File: src/rtl/ipc_mailbox_pkg.sv
package ipc_mailbox_pkg;
   // control register bit positions
   localparam int CB_OWN_EMPTY = 0;
   localparam int CB_OWN_FULL  = 1;
   localparam int CB_DRAIN_IE  = 2;
   localparam int CB_FLUSH     = 3;
   localparam int CB_PEER_EMPTY = 8;
   localparam int CB_PEER_FULL = 9;
   localparam int CB_INBOUND_IE = 10;
   localparam int CB_ERR       = 14;
   localparam int CB_ON        = 15;
   // sync register bit positions
   localparam int SB_NIB_LO    = 8;
   localparam int SB_RING      = 13;
   localparam int SB_ARM       = 14;
   localparam int NIB_W        = 4;

   typedef struct packed {
      logic inbound;   // push landed in an empty queue
      logic drained;   // pop removed the last word
      logic ring;      // sync ring request
   } kick_t;
endpackage

File: src/rtl/ipc_word_fifo.sv
module ipc_word_fifo #(
   parameter int WIDTH = 32,
   parameter int DEPTH = 16
) (
   input  logic             clk,
   input  logic             rst_n,
   input  logic             flush,
   input  logic             push,
   input  logic             pop,
   input  logic [WIDTH-1:0] din,
   output logic [WIDTH-1:0] dout,
   output logic             empty,
   output logic             full,
   output logic             last
);
   localparam int AW = (DEPTH > 1) ? $clog2(DEPTH) : 1;
   localparam logic [AW:0] FULL_CNT = (AW+1)'(DEPTH);
   localparam logic [AW:0] ONE_CNT  = (AW+1)'(1);

   generate
      if (DEPTH < 2 || (DEPTH & (DEPTH - 1)) != 0) begin : g_bad_depth
         $error("ipc_word_fifo: DEPTH must be a power of two, at least 2");
      end
      if (WIDTH < 1) begin : g_bad_width
         $error("ipc_word_fifo: WIDTH must be positive");
      end
   endgenerate

   logic [WIDTH-1:0] mem [DEPTH];
   logic [AW-1:0]    wp, rp;
   logic [AW:0]      cnt;

   always_ff @(posedge clk or negedge rst_n) begin
      if (!rst_n) begin
         wp  <= '0;
         rp  <= '0;
         cnt <= '0;
      end else if (flush) begin
         wp  <= '0;
         rp  <= '0;
         cnt <= '0;
      end else begin
         if (push) wp <= wp + 1'b1;
         if (pop)  rp <= rp + 1'b1;
         case ({push, pop})
            2'b10:   cnt <= cnt + 1'b1;
            2'b01:   cnt <= cnt - 1'b1;
            default: cnt <= cnt;
         endcase
      end
   end

   always_ff @(posedge clk) begin
      if (push && !flush) mem[wp] <= din;
   end

   assign dout  = mem[rp];
   assign empty = (cnt == '0);
   assign full  = (cnt == FULL_CNT);
   assign last  = (cnt == ONE_CNT);
endmodule

File: src/rtl/ipc_side_ctl.sv
module ipc_side_ctl
   import ipc_mailbox_pkg::*;
#(
   parameter int WIDTH = 32
) (
   input  logic             clk,
   input  logic             rst_n,
   input  logic             ctl_we,
   input  logic [15:0]      ctl_wdata,
   input  logic             sync_we,
   input  logic [15:0]      sync_wdata,
   input  logic             push_req,
   input  logic             pop_req,
   input  logic             own_empty,
   input  logic             own_full,
   input  logic             peer_empty,
   input  logic             peer_full,
   input  logic             peer_last,
   input  logic             peer_flush,
   input  logic             peer_do_push,
   input  logic [WIDTH-1:0] peer_head,
   input  logic [NIB_W-1:0] peer_nib,
   input  kick_t            kick_in,
   output logic             do_push,
   output logic             do_pop,
   output logic             flush,
   output kick_t            kick_out,
   output logic [NIB_W-1:0] own_nib,
   output logic [15:0]      ctl_rd,
   output logic [15:0]      sync_rd,
   output logic [WIDTH-1:0] pop_data,
   output logic             irq_drained,
   output logic             irq_inbound,
   output logic             irq_ring
);
   logic on_q, drain_ie_q, inbound_ie_q, err_q, arm_q;
   logic err_set, drain_edge, inbound_edge;
   logic unused_bits;

   assign unused_bits = ^{ctl_wdata[13:11], ctl_wdata[9:4], ctl_wdata[1:0],
                          sync_wdata[15], sync_wdata[12], sync_wdata[7:0]};

   assign flush   = ctl_we & ctl_wdata[CB_FLUSH];
   assign do_push = push_req & on_q & ~flush & ~own_full;
   assign do_pop  = pop_req & on_q & ~peer_flush & ~peer_empty;
   assign err_set = (push_req & on_q & ~flush & own_full) |
                    (pop_req & on_q & ~peer_flush & peer_empty);

   assign kick_out.inbound = do_push & own_empty;
   assign kick_out.drained = do_pop & peer_last & ~peer_do_push;
   assign kick_out.ring    = sync_we & sync_wdata[SB_RING];

   assign drain_edge   = ctl_we & ctl_wdata[CB_DRAIN_IE] & ~drain_ie_q &
                         (own_empty | flush);
   assign inbound_edge = ctl_we & ctl_wdata[CB_INBOUND_IE] & ~inbound_ie_q &
                         ~peer_empty;

   always_ff @(posedge clk or negedge rst_n) begin
      if (!rst_n) begin
         on_q         <= 1'b0;
         drain_ie_q   <= 1'b0;
         inbound_ie_q <= 1'b0;
         err_q        <= 1'b0;
         arm_q        <= 1'b0;
         own_nib      <= '0;
         pop_data     <= '0;
         irq_drained  <= 1'b0;
         irq_inbound  <= 1'b0;
         irq_ring     <= 1'b0;
      end else begin
         if (ctl_we) begin
            on_q         <= ctl_wdata[CB_ON];
            drain_ie_q   <= ctl_wdata[CB_DRAIN_IE];
            inbound_ie_q <= ctl_wdata[CB_INBOUND_IE];
         end
         err_q <= err_set | (err_q & ~(ctl_we & ctl_wdata[CB_ERR]));
         if (sync_we) begin
            arm_q   <= sync_wdata[SB_ARM];
            own_nib <= sync_wdata[SB_NIB_LO +: NIB_W];
         end
         if (do_pop) pop_data <= peer_head;
         irq_drained <= drain_edge | (kick_in.drained & drain_ie_q);
         irq_inbound <= inbound_edge | (kick_in.inbound & inbound_ie_q);
         irq_ring    <= kick_in.ring & arm_q;
      end
   end

   always_comb begin
      ctl_rd                = '0;
      ctl_rd[CB_OWN_EMPTY]  = own_empty;
      ctl_rd[CB_OWN_FULL]   = own_full;
      ctl_rd[CB_DRAIN_IE]   = drain_ie_q;
      ctl_rd[CB_PEER_EMPTY] = peer_empty;
      ctl_rd[CB_PEER_FULL]  = peer_full;
      ctl_rd[CB_INBOUND_IE] = inbound_ie_q;
      ctl_rd[CB_ERR]        = err_q;
      ctl_rd[CB_ON]         = on_q;
      sync_rd                         = '0;
      sync_rd[NIB_W-1:0]              = peer_nib;
      sync_rd[SB_NIB_LO +: NIB_W]     = own_nib;
      sync_rd[SB_ARM]                 = arm_q;
   end
endmodule

File: src/rtl/ipc_mailbox.sv
module ipc_mailbox
   import ipc_mailbox_pkg::*;
#(
   parameter int WIDTH = 32,
   parameter int DEPTH = 16
) (
   input  logic             clk,
   input  logic             rst_n,
   input  logic             a_ctl_we,
   input  logic [15:0]      a_ctl_wdata,
   input  logic             a_sync_we,
   input  logic [15:0]      a_sync_wdata,
   input  logic             a_push,
   input  logic [WIDTH-1:0] a_push_data,
   input  logic             a_pop,
   output logic [15:0]      a_ctl_rd,
   output logic [15:0]      a_sync_rd,
   output logic [WIDTH-1:0] a_pop_data,
   output logic             a_irq_send_empty,
   output logic             a_irq_recv,
   output logic             a_irq_sync,
   input  logic             b_ctl_we,
   input  logic [15:0]      b_ctl_wdata,
   input  logic             b_sync_we,
   input  logic [15:0]      b_sync_wdata,
   input  logic             b_push,
   input  logic [WIDTH-1:0] b_push_data,
   input  logic             b_pop,
   output logic [15:0]      b_ctl_rd,
   output logic [15:0]      b_sync_rd,
   output logic [WIDTH-1:0] b_pop_data,
   output logic             b_irq_send_empty,
   output logic             b_irq_recv,
   output logic             b_irq_sync
);
   localparam int NSIDE = 2;

   generate
      if (WIDTH < 1 || DEPTH < 2) begin : g_bad_params
         $error("ipc_mailbox: WIDTH must be positive and DEPTH at least 2");
      end
   endgenerate

   logic [NSIDE-1:0]            ctl_we, sync_we, push_req, pop_req;
   logic [NSIDE-1:0][15:0]      ctl_wdata, sync_wdata, ctl_rd, sync_rd;
   logic [NSIDE-1:0][WIDTH-1:0] push_data, head, pop_data;
   logic [NSIDE-1:0]            empty, full, last, flush, do_push, do_pop;
   logic [NSIDE-1:0]            irq_dr, irq_in, irq_rg;
   logic [NSIDE-1:0][NIB_W-1:0] nib;
   kick_t [NSIDE-1:0]           kick;

   assign ctl_we     = {b_ctl_we, a_ctl_we};
   assign sync_we    = {b_sync_we, a_sync_we};
   assign push_req   = {b_push, a_push};
   assign pop_req    = {b_pop, a_pop};
   assign ctl_wdata  = {b_ctl_wdata, a_ctl_wdata};
   assign sync_wdata = {b_sync_wdata, a_sync_wdata};
   assign push_data  = {b_push_data, a_push_data};

   generate
      for (genvar s = 0; s < NSIDE; s++) begin : g_side
         localparam int P = NSIDE - 1 - s;

         ipc_word_fifo #(.WIDTH(WIDTH), .DEPTH(DEPTH)) u_fifo (
            .clk   (clk),
            .rst_n (rst_n),
            .flush (flush[s]),
            .push  (do_push[s]),
            .pop   (do_pop[P]),
            .din   (push_data[s]),
            .dout  (head[s]),
            .empty (empty[s]),
            .full  (full[s]),
            .last  (last[s])
         );

         ipc_side_ctl #(.WIDTH(WIDTH)) u_ctl (
            .clk          (clk),
            .rst_n        (rst_n),
            .ctl_we       (ctl_we[s]),
            .ctl_wdata    (ctl_wdata[s]),
            .sync_we      (sync_we[s]),
            .sync_wdata   (sync_wdata[s]),
            .push_req     (push_req[s]),
            .pop_req      (pop_req[s]),
            .own_empty    (empty[s]),
            .own_full     (full[s]),
            .peer_empty   (empty[P]),
            .peer_full    (full[P]),
            .peer_last    (last[P]),
            .peer_flush   (flush[P]),
            .peer_do_push (do_push[P]),
            .peer_head    (head[P]),
            .peer_nib     (nib[P]),
            .kick_in      (kick[P]),
            .do_push      (do_push[s]),
            .do_pop       (do_pop[s]),
            .flush        (flush[s]),
            .kick_out     (kick[s]),
            .own_nib      (nib[s]),
            .ctl_rd       (ctl_rd[s]),
            .sync_rd      (sync_rd[s]),
            .pop_data     (pop_data[s]),
            .irq_drained  (irq_dr[s]),
            .irq_inbound  (irq_in[s]),
            .irq_ring     (irq_rg[s])
         );
      end
   endgenerate

   assign a_ctl_rd         = ctl_rd[0];
   assign a_sync_rd        = sync_rd[0];
   assign a_pop_data       = pop_data[0];
   assign a_irq_send_empty = irq_dr[0];
   assign a_irq_recv       = irq_in[0];
   assign a_irq_sync       = irq_rg[0];
   assign b_ctl_rd         = ctl_rd[1];
   assign b_sync_rd        = sync_rd[1];
   assign b_pop_data       = pop_data[1];
   assign b_irq_send_empty = irq_dr[1];
   assign b_irq_recv       = irq_in[1];
   assign b_irq_sync       = irq_rg[1];
endmodule

File: config.mk
export PLATFORM = sky130hd
export DESIGN_NAME = ipc_mailbox
export DESIGN_NICKNAME = d
export VERILOG_FILES = /design/src/rtl/ipc_mailbox_pkg.sv /design/src/rtl/ipc_word_fifo.sv /design/src/rtl/ipc_side_ctl.sv /design/src/rtl/ipc_mailbox.sv
export SDC_FILE = /design/constraint.sdc
export NUM_CORES = 1
export LEC_CHECK = 0
export BUFFER_PORTS_ARGS = -buffer_cell sky130_fd_sc_hd__buf_2
export CAP_MARGIN = 20
export CORE_AREA = 10 10 275 277
export CTS_BUF_LIST = sky130_fd_sc_hd__clkbuf_4 sky130_fd_sc_hd__clkbuf_8
export CTS_CLUSTER_DIAMETER = 100
export CTS_CLUSTER_SIZE = 24
export DETAILED_ROUTE_END_ITERATION = 7
export DIE_AREA = 0 0 285 287
export PLACE_DENSITY = 0.87
export SYNTH_ARGS = -nofsm -noshare
export SYNTH_HDL_FRONTEND = slang
export SYNTH_SLANG_ARGS = --single-unit
export TNS_END_PERCENT = 100
File: constraint.sdc
create_clock -name clk -period 6.1 [get_ports clk]
set_clock_uncertainty 0.05 [all_clocks]
set_input_delay 0.305 -clock clk [delete_from_list [all_inputs] [get_ports clk]]
set_output_delay 0.305 -clock clk [all_outputs]
set_load 0.02 [all_outputs]
==> results.toml, run 1 <==
[run_status]
status = "completed"

[power]
irDropWorstVdd_uv = 284
power.density_mw_per_mm2 = 350
p_leak_nw = 15.4

[floorplanning]
die-area_mm2 = 0.0818
start_util_pct = 62.5
rows = 97
die_h_um = 287
die_w_um = 285
design.core.area_mm2 = 0.0698
pin_count = 272

[routing]
wirelength_um = 97800
drt_iter0_markers = 2688
drt-wirelength-per-cell_um = 29.4
drc = 0
vias_per_cell = 6.53
first_pass_iters = 5
final_antenna_net_count = 0
num_vias = 21697

[place]
io_buffers = 199
placedInstanceArea_mm2 = 0.0456
post-place-ws_ns = 2.68
hpwl_um = 54700
gp_congestion = 0.751

[yosys]
synth_area_per_cell_um2 = 21.3
yosys.area.top_type = "edfxtp_1"
synth_edf_count = 1024
yosys.area_share.simple_pct = 1.59
ys_ff_latch = 1138
synthCells = 2048
synth-compound-area-share_pct = 2.97
synth_commonest_cells = "edfxtp_1, mux4_2, o22ai_1"
syn-cell-area_mm2 = 0.0437
synth_top_area_share_pct = 70.4
synth_flop_cell = "edfxtp_1"
ys_types = 49
yosys_warnings = 0
muxShareOfSynthArea_pct = 15.3
synth_seq_area_share_pct = 77.0
synth.most_common_cell = "edfxtp_1"
synth_xor_xnor_area_share_pct = 0.321
synthAdderAreaFrac_pct = 0.545
synthTopCellsByArea = "edfxtp_1, mux4_2, dfrtp_1"
synthArstFlopShare_pct = 10.0
synth_top_family_by_area = "multiplexers"

[critical_path]
startpoint_type = "flip-flop"
cp.arrival_ns = 3.81
critPathMaxFanout = 32
crit_type = "flip-flop to flip-flop"
cp.required_ns = 6.39
end_kind = "flip-flop"
regToRegSetupSlack_ns = 2.58

[global_route]
grt_pass1_wl_um = 146000
grt_pass1_vias = 22743
track_usage_pct = 23.8
grt_antenna_before_repair = 7
grt_max_degree = 85
overflow = 0

[timing]
fin_crit_ns = 3.52
hold_viol = 0
drv_slew = 0
clock.fmax_mhz = 284
hold_slack_ns = 0.0870
rsz0062_at_grt = "no"
setup_tns_ns = 0
slew_headroom_pct = 25.0
worst_slack_ns = 2.58
setup_violations = 0
worst_pin_slew_ns = 1.12
period_share_pct = 57.8

[clock_network]
cts_root_buf = "clkbuf_8"
htreeDepth = 2
path_clk_slew_ns = 0.15
post_cts_buffers = 0
clockBufferDepth = 3
cts_tree = "built"
cts_sinks = 1138
postCtsResizedCells = 0
clk-insertion-delay-late_ns = 0.75
cts_buffers = 54

[final_layout]
drive_gt1_share_pct = 31.0
syn_to_final_growth_pct = 9.93
fillers = 3959
final_area_mm2 = 0.0480
final_net_count = 2490

[hold_path]
worst_hold_path_type = "input pin to async pin"

[job]
drv_cap = 0
[what timing repair did]
action                      CTS  global route
hold buffers                114             0
setup endpoints to repair     0             0
hold endpoints to repair   1148             0
[worst max-delay path: stages, from the launching register on]
cell	delay (ns)
dfrtp_1	0.47
inv_1	0.11
ha_1	0.23
nor4bb_1	0.16
nor3_1	0.60
inv_1	0.34
nor2_1	0.17
nand2_1	0.25
nor2_4	0.18
buf_4	0.53
[cell families after synthesis]
kind of cell	Yosys count
and+or+nand+nor	129
DFF	1138
muxes	339
AOI/OAI and AO/OA	219
adders and majority gates	19
other	1
xor gates and xnor gates	16
buffers and inverters	187
[registers in the layout, summed over array words and instances (netlist names)]
register	count
g_side.u_fifo.mem	1024
g_side.u_fifo.wp	8
g_side.u_ctl.pop_data	64
g_side.u_ctl.drain_ie_q	2
g_side.u_ctl.arm_q	2
g_side.u_ctl.own_nib	8
g_side.u_ctl.err_q	2
g_side.u_ctl.irq_ring	2
g_side.u_ctl.on_q	2
g_side.u_ctl.irq_inbound	2
g_side.u_fifo.rp	8
g_side.u_ctl.irq_drained	2
g_side.u_fifo.cnt	10
g_side.u_ctl.inbound_ie_q	2
[through the flow]
step	std cells	util, %	power, W
after floorplan	2077	-	0.0125
after global placement	3096	65.3	0.0134
after detailed placement	3098	65.3	0.0136
after CTS	3312	68.6	0.0169
after global routing	3320	68.8	0.0175
final	3322	68.8	0.0168
[placed cells by master (no fill, tap or decap), drive strengths merged, types with 4 or more instances in the layout]
master | netlist | layout
mux4 | 256 | 256
and2 | 14 | 14
conb | 1 | 30
and3 | 4 | 4
nor2 | 35 | 35
dlygate4sd3 | 0 | 114
clkbuf | 64 | 94
o21ai | 8 | 8
a21oi | 71 | 71
nand3 | 8 | 8
inv | 20 | 22
nor4 | 5 | 5
mux2i | 5 | 5
diode | 0 | 5
o22ai | 128 | 128
clkinv | 0 | 4
xor2 | 9 | 9
xnor2 | 7 | 7
buf | 103 | 253
mux2 | 78 | 78
ha | 19 | 19
nand2 | 27 | 27
nor3 | 13 | 13
edfxtp | 1024 | 1024
dfrtp | 114 | 114
[report_power, final]
group	internal [W]	switching, W	total [W]
clock	0.00111	0.00218	0.00329
sequential	0.00888	0.000478	0.00935
combinational	0.00207	0.00210	0.00417
[path summary, 6_finish.rpt]
kind                                                      to  depth (start not counted)                         start
worst max-delay path             g_side[0].u_fifo.mem[9][26]                          9       g_side[0].u_fifo.cnt[0]
worst min-delay path            g_side[1].u_ctl.pop_data[14]                          2                         rst_n
worst max register to register   g_side[0].u_fifo.mem[9][26]                          9       g_side[0].u_fifo.cnt[0]
worst min register to register   g_side[1].u_ctl.irq_inbound                          1  g_side[1].u_ctl.inbound_ie_q
max in group asynchronous       g_side[0].u_ctl.pop_data[25]                          3                         rst_n
min in group clk                 g_side[0].u_ctl.irq_inbound                          4                        b_push
[per-layer routing]
layer | part of all wire, % | GRT usage [%] | vias to the layer above
li1 | - | - | 8915
met4 | 3.0 | 7.71 | 4
met3 | 8.8 | 4.11 | 200
met2 | 53 | 41.9 | 1285
met1 | 35 | 30.0 | 11293
met5 | 0.021 | 0 | -
[area by class of cell]
type	instances	area (µm²)	share of cell area [%]
tap	940	1180	2.45
timing repair buffer	367	2650	5.51
clock buffer	94	1050	2.19
multi-input combinational	752	9330	19.4
inverter	20	75.1	0.156
sequential	1138	33600	70.1
antenna	5	12.5	0.0261
clock inverter	6	77.6	0.162
Note: power is estimated with default switching activity, not from simulation.
==> inputs of run 2 (changes only) <==
clock period = 3.6 ns   (was 6.1 ns; I/O delays follow)
==> run 2 against run 1 <==
Net effect:
- wire length increased by 1.1%
- hold slack got worse by 0.025 ns
- worst setup slack got worse by 2.0 ns
- count of clock-buffer cells in the layout decreased by 4
- combinational power increased by 78%
- power increased by 72%
- design area increased by 1.1%
- register-to-register slack got worse by 2.0 ns
- sequential power increased by 69%
- critical endpoint is now g_side[1].u_fifo.cnt[3]
- largest cell class unchanged
- highest routed layer unchanged
==> results.toml, run 2 (synthesis results as in run 1) <==
[timing]
setup_violations = 0
setup_tns_ns = 0
worst_slack_ns = 0.597
rsz0062_at_grt = "no"
hold_slack_ns = 0.0619
drv_slew = 0
worst_pin_slew_ns = 1.02
period_share_pct = 83.4
clock.fmax_mhz = 333
slew_headroom_pct = 31.9
fin_crit_ns = 3.00
hold_viol = 0

[routing]
drt-wirelength-per-cell_um = 29.6
num_vias = 21731
first_pass_iters = 8
vias_per_cell = 6.51
final_antenna_net_count = 0
wirelength_um = 98900
drt_iter0_markers = 2618
drc = 0

[clock_network]
clockBufferDepth = 3
clk-insertion-delay-late_ns = 0.76
cts_root_buf = "clkbuf_8"
post_cts_buffers = 0
cts_tree = "built"
holdBufCountCts = 118
path_clk_slew_ns = 0.14
htreeDepth = 2
cts_sinks = 1138
postCtsResizedCells = 0
cts_buffers = 54

[place]
placedInstanceArea_mm2 = 0.0462
hpwl_um = 57900
gp_congestion = 0.782
io_buffers = 199
post-place-ws_ns = 0.590

[critical_path]
cp.arrival_ns = 3.63
end_kind = "flip-flop"
rr_startpoint = "g_side[1].u_fifo.cnt[1]"
cp.required_ns = 4.23
crit_chain = "inv_1 -> ha_1 -> nor4b_2 -> or3_1 -> or4_4 -> o21ai_2 -> mux2i_1 -> dlygate4sd3_1"
r2r_end = "g_side[1].u_fifo.cnt[3]"
slowest_stage = "dlygate4sd3_1"
crit_type = "flip-flop to flip-flop"
reg2regPathDepth = 8
crit_path_end = "g_side[1].u_fifo.cnt[3]"
critPathMaxFanout = 9
regToRegSetupSlack_ns = 0.60
critPathMaxStageDelay_ns = 0.56
startpoint = "g_side[1].u_fifo.cnt[1]"
startpoint_type = "flip-flop"

[floorplanning]
start_util_pct = 62.5
die_h_um = 287
rows = 97
pin_count = 272
die-area_mm2 = 0.0818
die_w_um = 285
design.core.area_mm2 = 0.0698

[final_layout]
final_cell_mix = "edfxtp_1, mux4_2, buf_2"
top_regs = "g_side.u_fifo.mem (1024), g_side.u_ctl.pop_data (64), g_side.u_fifo.cnt (10)"
largest-register = "g_side.u_fifo.mem"
largest_register_ffs = 1024
final_area_mm2 = 0.0485
drive_gt1_share_pct = 31.3
final_common_cell = "edfxtp_1"
syn_to_final_growth_pct = 11.1
fin_util_pct = 69.5
fillers = 3871
multi_input_area_mm2 = 0.00939
final_net_count = 2508
ff_latch_area_mm2 = 0.0336

[global_route]
grt_max_degree = 89
overflow = 0
grt_antenna_before_repair = 7
track_usage_pct = 24.2
grt_pass1_wl_um = 149000
grt_pass1_vias = 23080

[power]
switching_share_pct = 28.6
p_int_w = 0.0206
power_frac_comb_pct = 25.7
irDropWorstVdd_uv = 555
power_frac_seq_pct = 54.8
p_switching_w = 0.00824
clkPwrFrac_pct = 19.5
p_leak_nw = 15.5
power.density_mw_per_mm2 = 595

[run_status]
status = "completed"

[hold_path]
worst_hold_path_type = "input pin to flip-flop"
worstHoldStart = "b_pop"

[job]
drv_cap = 0
## run 2: changes by cell type in the layout (fill, tap and decap cells not counted), sizes merged
cell	change
buf	+14
clkbuf	-4
inv	+2
bufinv	+1
clkinv	-3
dlygate4sd3	+4
clkinvlp	+1
diode	+3
## run 2: area by class of cell
class                   instances  area share (%)
flip-flops and latches       1138            69.3
multi-input cells             752            19.4
repair buffers                385            6.41
well taps                     940            2.42
clock buffers                  90            2.10
clock inverters                 7           0.201
inverters                      20           0.155
diodes                          8          0.0413
## run 2: power by group through the flow
stage	registers, W	logic, W	clock network, W
2_1_floorplan	0.0161	0.00508	0
3_3_place_gp	0.0160	0.00696	0
3_5_place_dp	0.0161	0.00731	0
4_1_cts	0.0158	0.00747	0.00567
5_1_grt	0.0159	0.00792	0.00608
6_report	0.0158	0.00741	0.00562
## run 2: critical path: cells and delay by family, from the launching register on
family	cells	cell delay [ns]
and+or+nand+nor	3	1.20
muxes	1	0.19
AOI/OAI and AO/OA	1	0.15
adders and majority gates	1	0.21
DFF	1	0.48
buffers and inverters	2	0.67
## run 2: per-stage QoR
step	total power, W	cells
2_1_floorplan	0.0212	2077
3_3_place_gp	0.0230	3117
3_5_place_dp	0.0234	3117
4_1_cts	0.0289	3332
5_1_grt	0.0299	3336
6_report	0.0288	3340
## run 2: how the worst min path moves through the flow
stage / endpoint / slack (ns) / depth (start not counted)
floorplan: g_side[0].u_ctl.arm_q / -0.17 / 0
finish: g_side[1].u_ctl.pop_data[31] / 0.06 / 5
detailed placement: g_side[0].u_ctl.pop_data[27] / 0.34 / 1
global route: g_side[1].u_ctl.pop_data[10] / 0.08 / 5
CTS: g_side[1].u_ctl.pop_data[9] / 0.01 / 5
global placement: g_side[0].u_ctl.pop_data[27] / 0.34 / 1
## run 2: routing by layer
metal / global-route usage, % / up-vias / share of wire (%)
met5: 0 / - / 0.0071
met4: 7.88 / 2 / 3.1
met3: 4.30 / 223 / 9.0
met2: 43.0 / 1344 / 54
met1: 30.0 / 11207 / 34
li1: - / 8955 / -
